==> config.mk <==
export PLATFORM = sky130hd
export DESIGN_NAME = victim_sel
export DESIGN_NICKNAME = d
export VERILOG_FILES = /design/src/rtl/victim_sel_pkg.sv /design/src/rtl/victim_sel_lfsr.sv /design/src/rtl/victim_sel_ctrl.sv /design/src/rtl/victim_sel_dp.sv /design/src/rtl/victim_sel.sv
export SDC_FILE = /design/constraint.sdc
export NUM_CORES = 1
export LEC_CHECK = 0
export CAP_MARGIN = 15
export CORE_ASPECT_RATIO = 0.8
export CORE_MARGIN = 4
export CORE_UTILIZATION = 42
export CTS_BUF_LIST = sky130_fd_sc_hd__clkbuf_8
export CTS_CLUSTER_DIAMETER = 120
export DETAILED_ROUTE_END_ITERATION = 10
export PLACE_DENSITY = 0.71
export SYNTH_ARGS = -nofsm -noshare
export SYNTH_HDL_FRONTEND = slang
export SYNTH_SLANG_ARGS = --single-unit
==> constraint.sdc <==
create_clock -name clk -period 7.6 [get_ports clk]
set_input_delay 2.28 -clock clk [delete_from_list [all_inputs] [get_ports clk]]
set_output_delay 2.28 -clock clk [all_outputs]
set_load 0.05 [all_outputs]
==> src/rtl/victim_sel_pkg.sv <==
package victim_sel_pkg;

  // Strobes passed from the control to the datapath
  typedef struct packed {
    logic advRr;    // step the round-robin pointer this cycle
    logic wrapRr;   // the step wraps back to the base
    logic pickRnd;  // output the pseudo-random candidate
  } vsStrobe_t;

  // Feedback taps of a maximal-length Fibonacci LFSR, bit i = stage i+1
  function automatic logic [7:0] lfsrTapMask(input int unsigned width);
    case (width)
      2:       lfsrTapMask = 8'b0000_0011;
      3:       lfsrTapMask = 8'b0000_0110;
      4:       lfsrTapMask = 8'b0000_1100;
      5:       lfsrTapMask = 8'b0001_0100;
      6:       lfsrTapMask = 8'b0011_0000;
      7:       lfsrTapMask = 8'b0110_0000;
      default: lfsrTapMask = 8'b1011_1000;
    endcase
  endfunction

endpackage

==> src/rtl/victim_sel_lfsr.sv <==
module victim_sel_lfsr
  import victim_sel_pkg::*;
#(
  parameter int unsigned W    = 6,
  parameter int unsigned SEED = 'h2B
) (
  input  logic         clk,
  input  logic         rstN,
  output logic [W-1:0] state
);
  localparam logic [W-1:0] TAPS     = W'(lfsrTapMask(W));
  localparam logic [W-1:0] SEED_VAL = W'(SEED);

  logic feedback;

  always_comb feedback = ^(state & TAPS);

  always_ff @(posedge clk) begin
    if (!rstN) state <= SEED_VAL;
    else       state <= {state[W-2:0], feedback};
  end
endmodule

==> src/rtl/victim_sel_ctrl.sv <==
module victim_sel_ctrl
  import victim_sel_pkg::*;
(
  input  logic      rrMode,
  input  logic      fillReq,
  input  logic      rrAtTop,
  output vsStrobe_t strb
);
  always_comb begin
    strb.pickRnd = ~rrMode;
    strb.advRr   = rrMode & fillReq;
    strb.wrapRr  = rrMode & fillReq & rrAtTop;
  end
endmodule

==> src/rtl/victim_sel_dp.sv <==
module victim_sel_dp
  import victim_sel_pkg::*;
#(
  parameter int unsigned NUM_WAYS = 64,
  parameter int unsigned SEED     = 'h2B,
  parameter int unsigned WAY_W    = $clog2(NUM_WAYS),
  parameter int unsigned BASE_W   = WAY_W + 1
) (
  input  logic              clk,
  input  logic              rstN,
  input  logic [BASE_W-1:0] lockBase,
  input  vsStrobe_t         strb,
  output logic              rrAtTop,
  output logic [WAY_W-1:0]  victimWay
);
  localparam logic [WAY_W-1:0]  TOP_WAY  = WAY_W'(NUM_WAYS - 1);
  localparam logic [BASE_W-1:0] TOP_BASE = BASE_W'(NUM_WAYS - 1);

  logic [WAY_W-1:0] effBase;
  logic [WAY_W-1:0] rrPtr;
  logic [WAY_W-1:0] rrCand;
  logic [WAY_W-1:0] rndCand;
  logic [WAY_W-1:0] lfsrVal;

  // Clamp the base into the way range
  always_comb begin
    if (lockBase > TOP_BASE) effBase = TOP_WAY;
    else                     effBase = lockBase[WAY_W-1:0];
  end

  victim_sel_lfsr #(.W(WAY_W), .SEED(SEED)) uLfsr (
    .clk   (clk),
    .rstN  (rstN),
    .state (lfsrVal)
  );

  // The floor keeps both candidates out of the locked ways
  always_comb begin
    rrCand  = (rrPtr   < effBase) ? effBase : rrPtr;
    rndCand = (lfsrVal < effBase) ? effBase : lfsrVal;
    rrAtTop = (rrCand == TOP_WAY);
  end

  always_ff @(posedge clk) begin
    if (!rstN)               rrPtr <= effBase;
    else if (strb.wrapRr)    rrPtr <= effBase;
    else if (strb.advRr)     rrPtr <= rrCand + WAY_W'(1);
  end

  always_comb victimWay = strb.pickRnd ? rndCand : rrCand;
endmodule

==> src/rtl/victim_sel.sv <==
module victim_sel
  import victim_sel_pkg::*;
#(
  parameter int unsigned NUM_WAYS = 64,
  parameter int unsigned SEED     = 'h2B,
  parameter int unsigned WAY_W    = $clog2(NUM_WAYS),
  parameter int unsigned BASE_W   = WAY_W + 1
) (
  input  logic              clk,
  input  logic              rstN,
  input  logic              rrMode,
  input  logic [BASE_W-1:0] lockBase,
  input  logic              fillReq,
  output logic [WAY_W-1:0]  victimWay
);
  vsStrobe_t strb;
  logic      rrAtTop;

  victim_sel_ctrl uCtrl (
    .rrMode  (rrMode),
    .fillReq (fillReq),
    .rrAtTop (rrAtTop),
    .strb    (strb)
  );

  victim_sel_dp #(.NUM_WAYS(NUM_WAYS), .SEED(SEED)) uDp (
    .clk       (clk),
    .rstN      (rstN),
    .lockBase  (lockBase),
    .strb      (strb),
    .rrAtTop   (rrAtTop),
    .victimWay (victimWay)
  );
endmodule

==> results of run 1 <==
## sequential cells by signal, summed over array words and instances, names as in the netlist
signal / flops
uDp.rrPtr: 6
uDp.uLfsr.state: 6
## power by group through the flow
stage                     sequential (mW)  clock (mW)  combinational [mW]
after floorplan                    0.0839           0              0.0843
after global placement             0.0862           0               0.122
after detailed placement           0.0865           0               0.123
after CTS                          0.0853      0.0643               0.124
after global routing               0.0864      0.0673               0.134
final                              0.0852      0.0628               0.124
## cells in the mapped netlist, types with 3 or more instances
cell type   n
o211ai_1    3
or2_2       3
xnor2_1     4
o21a_1      3
inv_1       7
nand2_1    13
dfxtp_1     6
o21ai_0    10
nand3_1     3
and2_1      4
clkbuf_1    3
nand2b_1    7
edfxtp_1    6
mux2i_1    10
nor2_1     11
ha_1        5
a21oi_1     6
## layout make-up
class	instances	share of cell area
Clock buffer	3	0.02862
Tap cell	36	0.03122
Inverter	7	0.01821
Timing Repair Buffer	19	0.1596
Clock inverter	1	0.002602
Sequential cell	12	0.2082
Multi-Input combinational cell	112	0.5516
## metal layers
metal,track usage,vias to the layer above,part of all wire
met4,0.03041,0,0.0028
li1,-,538,-
met5,0,-,0
met1,0.2337,512,0.48
met2,0.3048,38,0.44
met3,0.05133,2,0.076
## cell usage in the layout (no fill, tap or decap), types with 3 or more instances in the layout
cell type	count
nand2_1	13
nor2_1	11
o21ai_0	10
mux2i_1	10
clkdlybuf4s50_1	10
inv_1	7
nand2b_1	7
a21oi_1	6
edfxtp_1	6
dfxtp_1	6
ha_1	5
buf_12	5
and2_1	4
xnor2_1	4
buf_4	4
or2_2	3
o21a_1	3
nand3_1	3
o211ai_1	3
clkbuf_8	3
## worst min-delay path by stage
stage,slack [ns],cells past startpoint,startpoint,to
2_1_floorplan,0.43,1,uDp.uLfsr.state[0]$_SDFF_PN1_,uDp.uLfsr.state[1]$_SDFF_PN1_
3_3_place_gp,0.46,1,uDp.uLfsr.state[2]$_SDFF_PN0_,uDp.uLfsr.state[3]$_SDFF_PN1_
3_5_place_dp,0.47,1,uDp.uLfsr.state[2]$_SDFF_PN0_,uDp.uLfsr.state[3]$_SDFF_PN1_
4_1_cts,0.48,1,uDp.uLfsr.state[2]$_SDFF_PN0_,uDp.uLfsr.state[3]$_SDFF_PN1_
5_1_grt,0.50,1,uDp.uLfsr.state[2]$_SDFF_PN0_,uDp.uLfsr.state[3]$_SDFF_PN1_
6_report,0.47,1,uDp.uLfsr.state[2]$_SDFF_PN0_,uDp.uLfsr.state[3]$_SDFF_PN1_
## through the flow
| step | util | total power [mW] | worst slack [ns] | instances | hold slack (ns) |
|---|---|---|---|---|---|
| CTS | 0.5719 | 0.2739 | 0.2117 | 190 | 0.4778 |
| detailed placement | 0.5541 | 0.2098 | 0.2331 | 186 | 0.4715 |
| finish | 0.5719 | 0.2725 | 0.2011 | 190 | 0.4711 |
| global placement | 0.5541 | 0.2077 | 0.3135 | 186 | 0.4573 |
| global route | 0.5719 | 0.2881 | 0.02119 | 190 | 0.5015 |
| floorplan | - | 0.1682 | 0.1173 | 135 | 0.4335 |
## cells by family after synthesis
logic type / after synthesis / synth area share
simple gates: 49 / 0.2253
compound gates: 42 / 0.2769
mux: 12 / 0.1110
flops: 12 / 0.2637
buf+inv: 11 / 0.03736
fa+ha+maj: 5 / 0.05495
xor+xnor: 4 / 0.03077
## worst reg2reg max path, stage by stage (launching register included)
cell      delay [ns]
edfxtp_1        0.47
ha_1            0.35
o21ai_1         0.19
a21oi_1         0.06
o31a_1          0.33
a31oi_4         0.50
mux2i_1         0.18
buf_4           0.17
o311ai_0        0.46
a22oi_1         0.19
==> run summary, run 1 <==
The run finished with clean final reports. The count of filler cells inserted in the layout is 244, and the relative contribution of combinational cells to total power is 0.457. The total clock buffers created by CTS came out at 3. Entering global routing, the biggest net connects 20 pins. At the worst endpoint, the required time is 5.32 ns.

The switching part of the total power is 0.3823. The critical path runs through a total of 11 cells. The launching element of the worst setup path is lockBase[6]. The count of warnings emitted by yosys is 0, and the average cell area after synthesis is 8.434 sq um. Once the clock tree was built, the setup fixing pass inserted 0 buffers. The worst-path maximum fanout works out to 19. By area the synthesized netlist is led by edfxtp_1 (16%), dfxtp_1 (11%), mux2i_1 (8.8%).

The proportion of netlist area held by the largest area contributor came out at 0.1582. The initial standard-cell utilization of the core came out at 0.4514. The tools report the number of optimization iterations in the first detailed-route pass as 4.

The run gives 12 as the clock sink count. The worst clock skew is 0.007060 ns. The fraction of power consumed by sequential logic was 0.313; the initial antenna violation count was 0. In this design, the largest share of critical-path delay is due to compound AO/OA/AOI/OAI gates. The count of cells along the worst register-to-register path is 9, and the final period utilization is 0.9735. The run gives 0.1804 as the global-route usage over all layers. The tools report the area of all sequential standard cells as 300.3 sq um. At the pin with the least slew margin, the transition time is 0.5219 ns.

The residual overflow from global routing was 0. For this design the total switching power over the nets is 0.1042 mW. Counting both buffers and inverters, the worst setup path holds a total of 3. Cell internal power was estimated by the tool at 0.1683 mW. The total power per unit cell area came out at 188.9 mW/mm^2. Most frequently used flop master after synthesis: edfxtp_1. The run gives 0.002522 sq mm as the area of the core. In this run the register-to-register setup slack is 4.42 ns. Once layout is done, the placed cells without fillers occupy 0.001443 sq mm. Synthesis inferred 12 register bits. Max-cap violations in this run came to 0. Part of the power in the clock network: 0.231. The instance count of the mapped netlist came out at 135. The iteration-0 DRC count of the detailed router is 72. For this design, the CTS-stage hold fixing added 0 buffers.

The antenna cell count was 0. Traced cell by cell, the critical path runs through clkdlybuf4s50_1, or2_2, inv_1, ha_1, o21ai_1, a21oi_1, o31a_1, a31oi_4, o21ai_0, mux2i_1, buf_12. The die covers 0.003613 sq mm. In this run the horizontal extent of the chip is 66.21 um.

The run gives 171 as the net count reported at finish. At the worst endpoint, the arrival time is 5.12 ns. Compared with the post-synthesis result, the final layout area differs by 26.70%. The total vias in the final route was 1090. The worst setup path is captured at a primary output. Post-place instance area: 0.001398 sq mm. The type of the tightest min-delay check was reg2reg. The logs give 0.8748 for the routability congestion estimate and 0 for the number of pins exceeding their max-slew limit in the final report.

For the maximum achievable frequency, the log shows 0.1352 GHz. Measured along the y axis, the die boundary spans 54.57 um. The clock-pin slew reported for the worst setup and hold paths after clock tree synthesis came out at 0.06 ns.

For the synthesized area, the log shows 0.001139 sq mm. When the netlist entered floorplanning its net count stood at 151. The deepest clock path buffer count is 2. The smallest clock period supported by the final layout is computed as 7.399 ns. For the setup total negative slack, the log shows 0 ns. The final layout contains routed wiring with a total length of 2856 um.

The run gives 1 as the number of levels in the clock H-tree. The number of distinct standard cells referenced by the synthesized netlist was 43; the number of buffers inserted by port buffering was 16. The tools report the DRC violation count after routing as 0.

STA classifies the critical path startpoint as a primary input. In the final layout, the multi-input gates occupy 795.8 sq um. In this run, post-CTS repair resized a total of 0 instances. The worst slew slack as a fraction of its limit is 0.6476.

Endpoint of the lowest-slack register-to-register path: uDp.rrPtr[2]$_DFFE_PP_. The delay contributed by the slowest stage of the critical path is 0.50 ns. Counting flops with a built-in enable in the synthesized netlist gives 6.

The final count of hold timing violations was 0. The tree is rooted in a clkbuf_8. The tools report the number of failing setup endpoints in the final timing report as 0.

The synthesized design spends more area on one cell type than any other, namely edfxtp_1. TritonCTS built the clock tree. Following the worst setup path forward leads to its endpoint at victimWay[0].

The analysis attributes to cell leakage a power of 0.6089 nW. Setup repair after global routing left no endpoint under its margin. The largest individual stage delay along the critical path comes from the cell a31oi_4. The part of the Yosys area used for sequential elements is 0.2637, and the fraction of final layout cells sized beyond drive strength 1 is 0.1623. The count of standard-cell rows is 16, and the number of global-route vias before repair is 1049. Type of the worst setup path: in2out. The startpoint identified for the worst register-to-register timing path is uDp.rrPtr[1]$_DFFE_PP_. The detail route stage leaves a number of antenna-violating nets equal to 0. The highest ir drop seen on vdd is 0.09050 mV, and the number of ports placed on the die boundary is 17.

The clock latency reported for the late side of the worst-skew pair is 0.25 ns. After legalization and detailed placement, the total HPWL measured 2244 um. Dividing the detail-routed wire length by the instance count gives 15.03 um. In the routed layout, each cell is associated on average with a via count of 5.737. The first global-routing pass estimated 4933 um of wire.

The fraction of registers with async set/reset was 0.
Power figures use the tool's default switching activity.
==> run 2: changes to the inputs <==
--- a/config.mk
+++ b/config.mk
@@ -13,6 +13,7 @@
 export CTS_CLUSTER_DIAMETER = 120
 export DETAILED_ROUTE_END_ITERATION = 10
 export PLACE_DENSITY = 0.71
+export SKIP_LAST_GASP = 1
 export SYNTH_ARGS = -nofsm -noshare
 export SYNTH_HDL_FRONTEND = slang
 export SYNTH_SLANG_ARGS = --single-unit
==> results of run 2 <==
No change in the layout: final DEF, timing and power equal those of run 1.
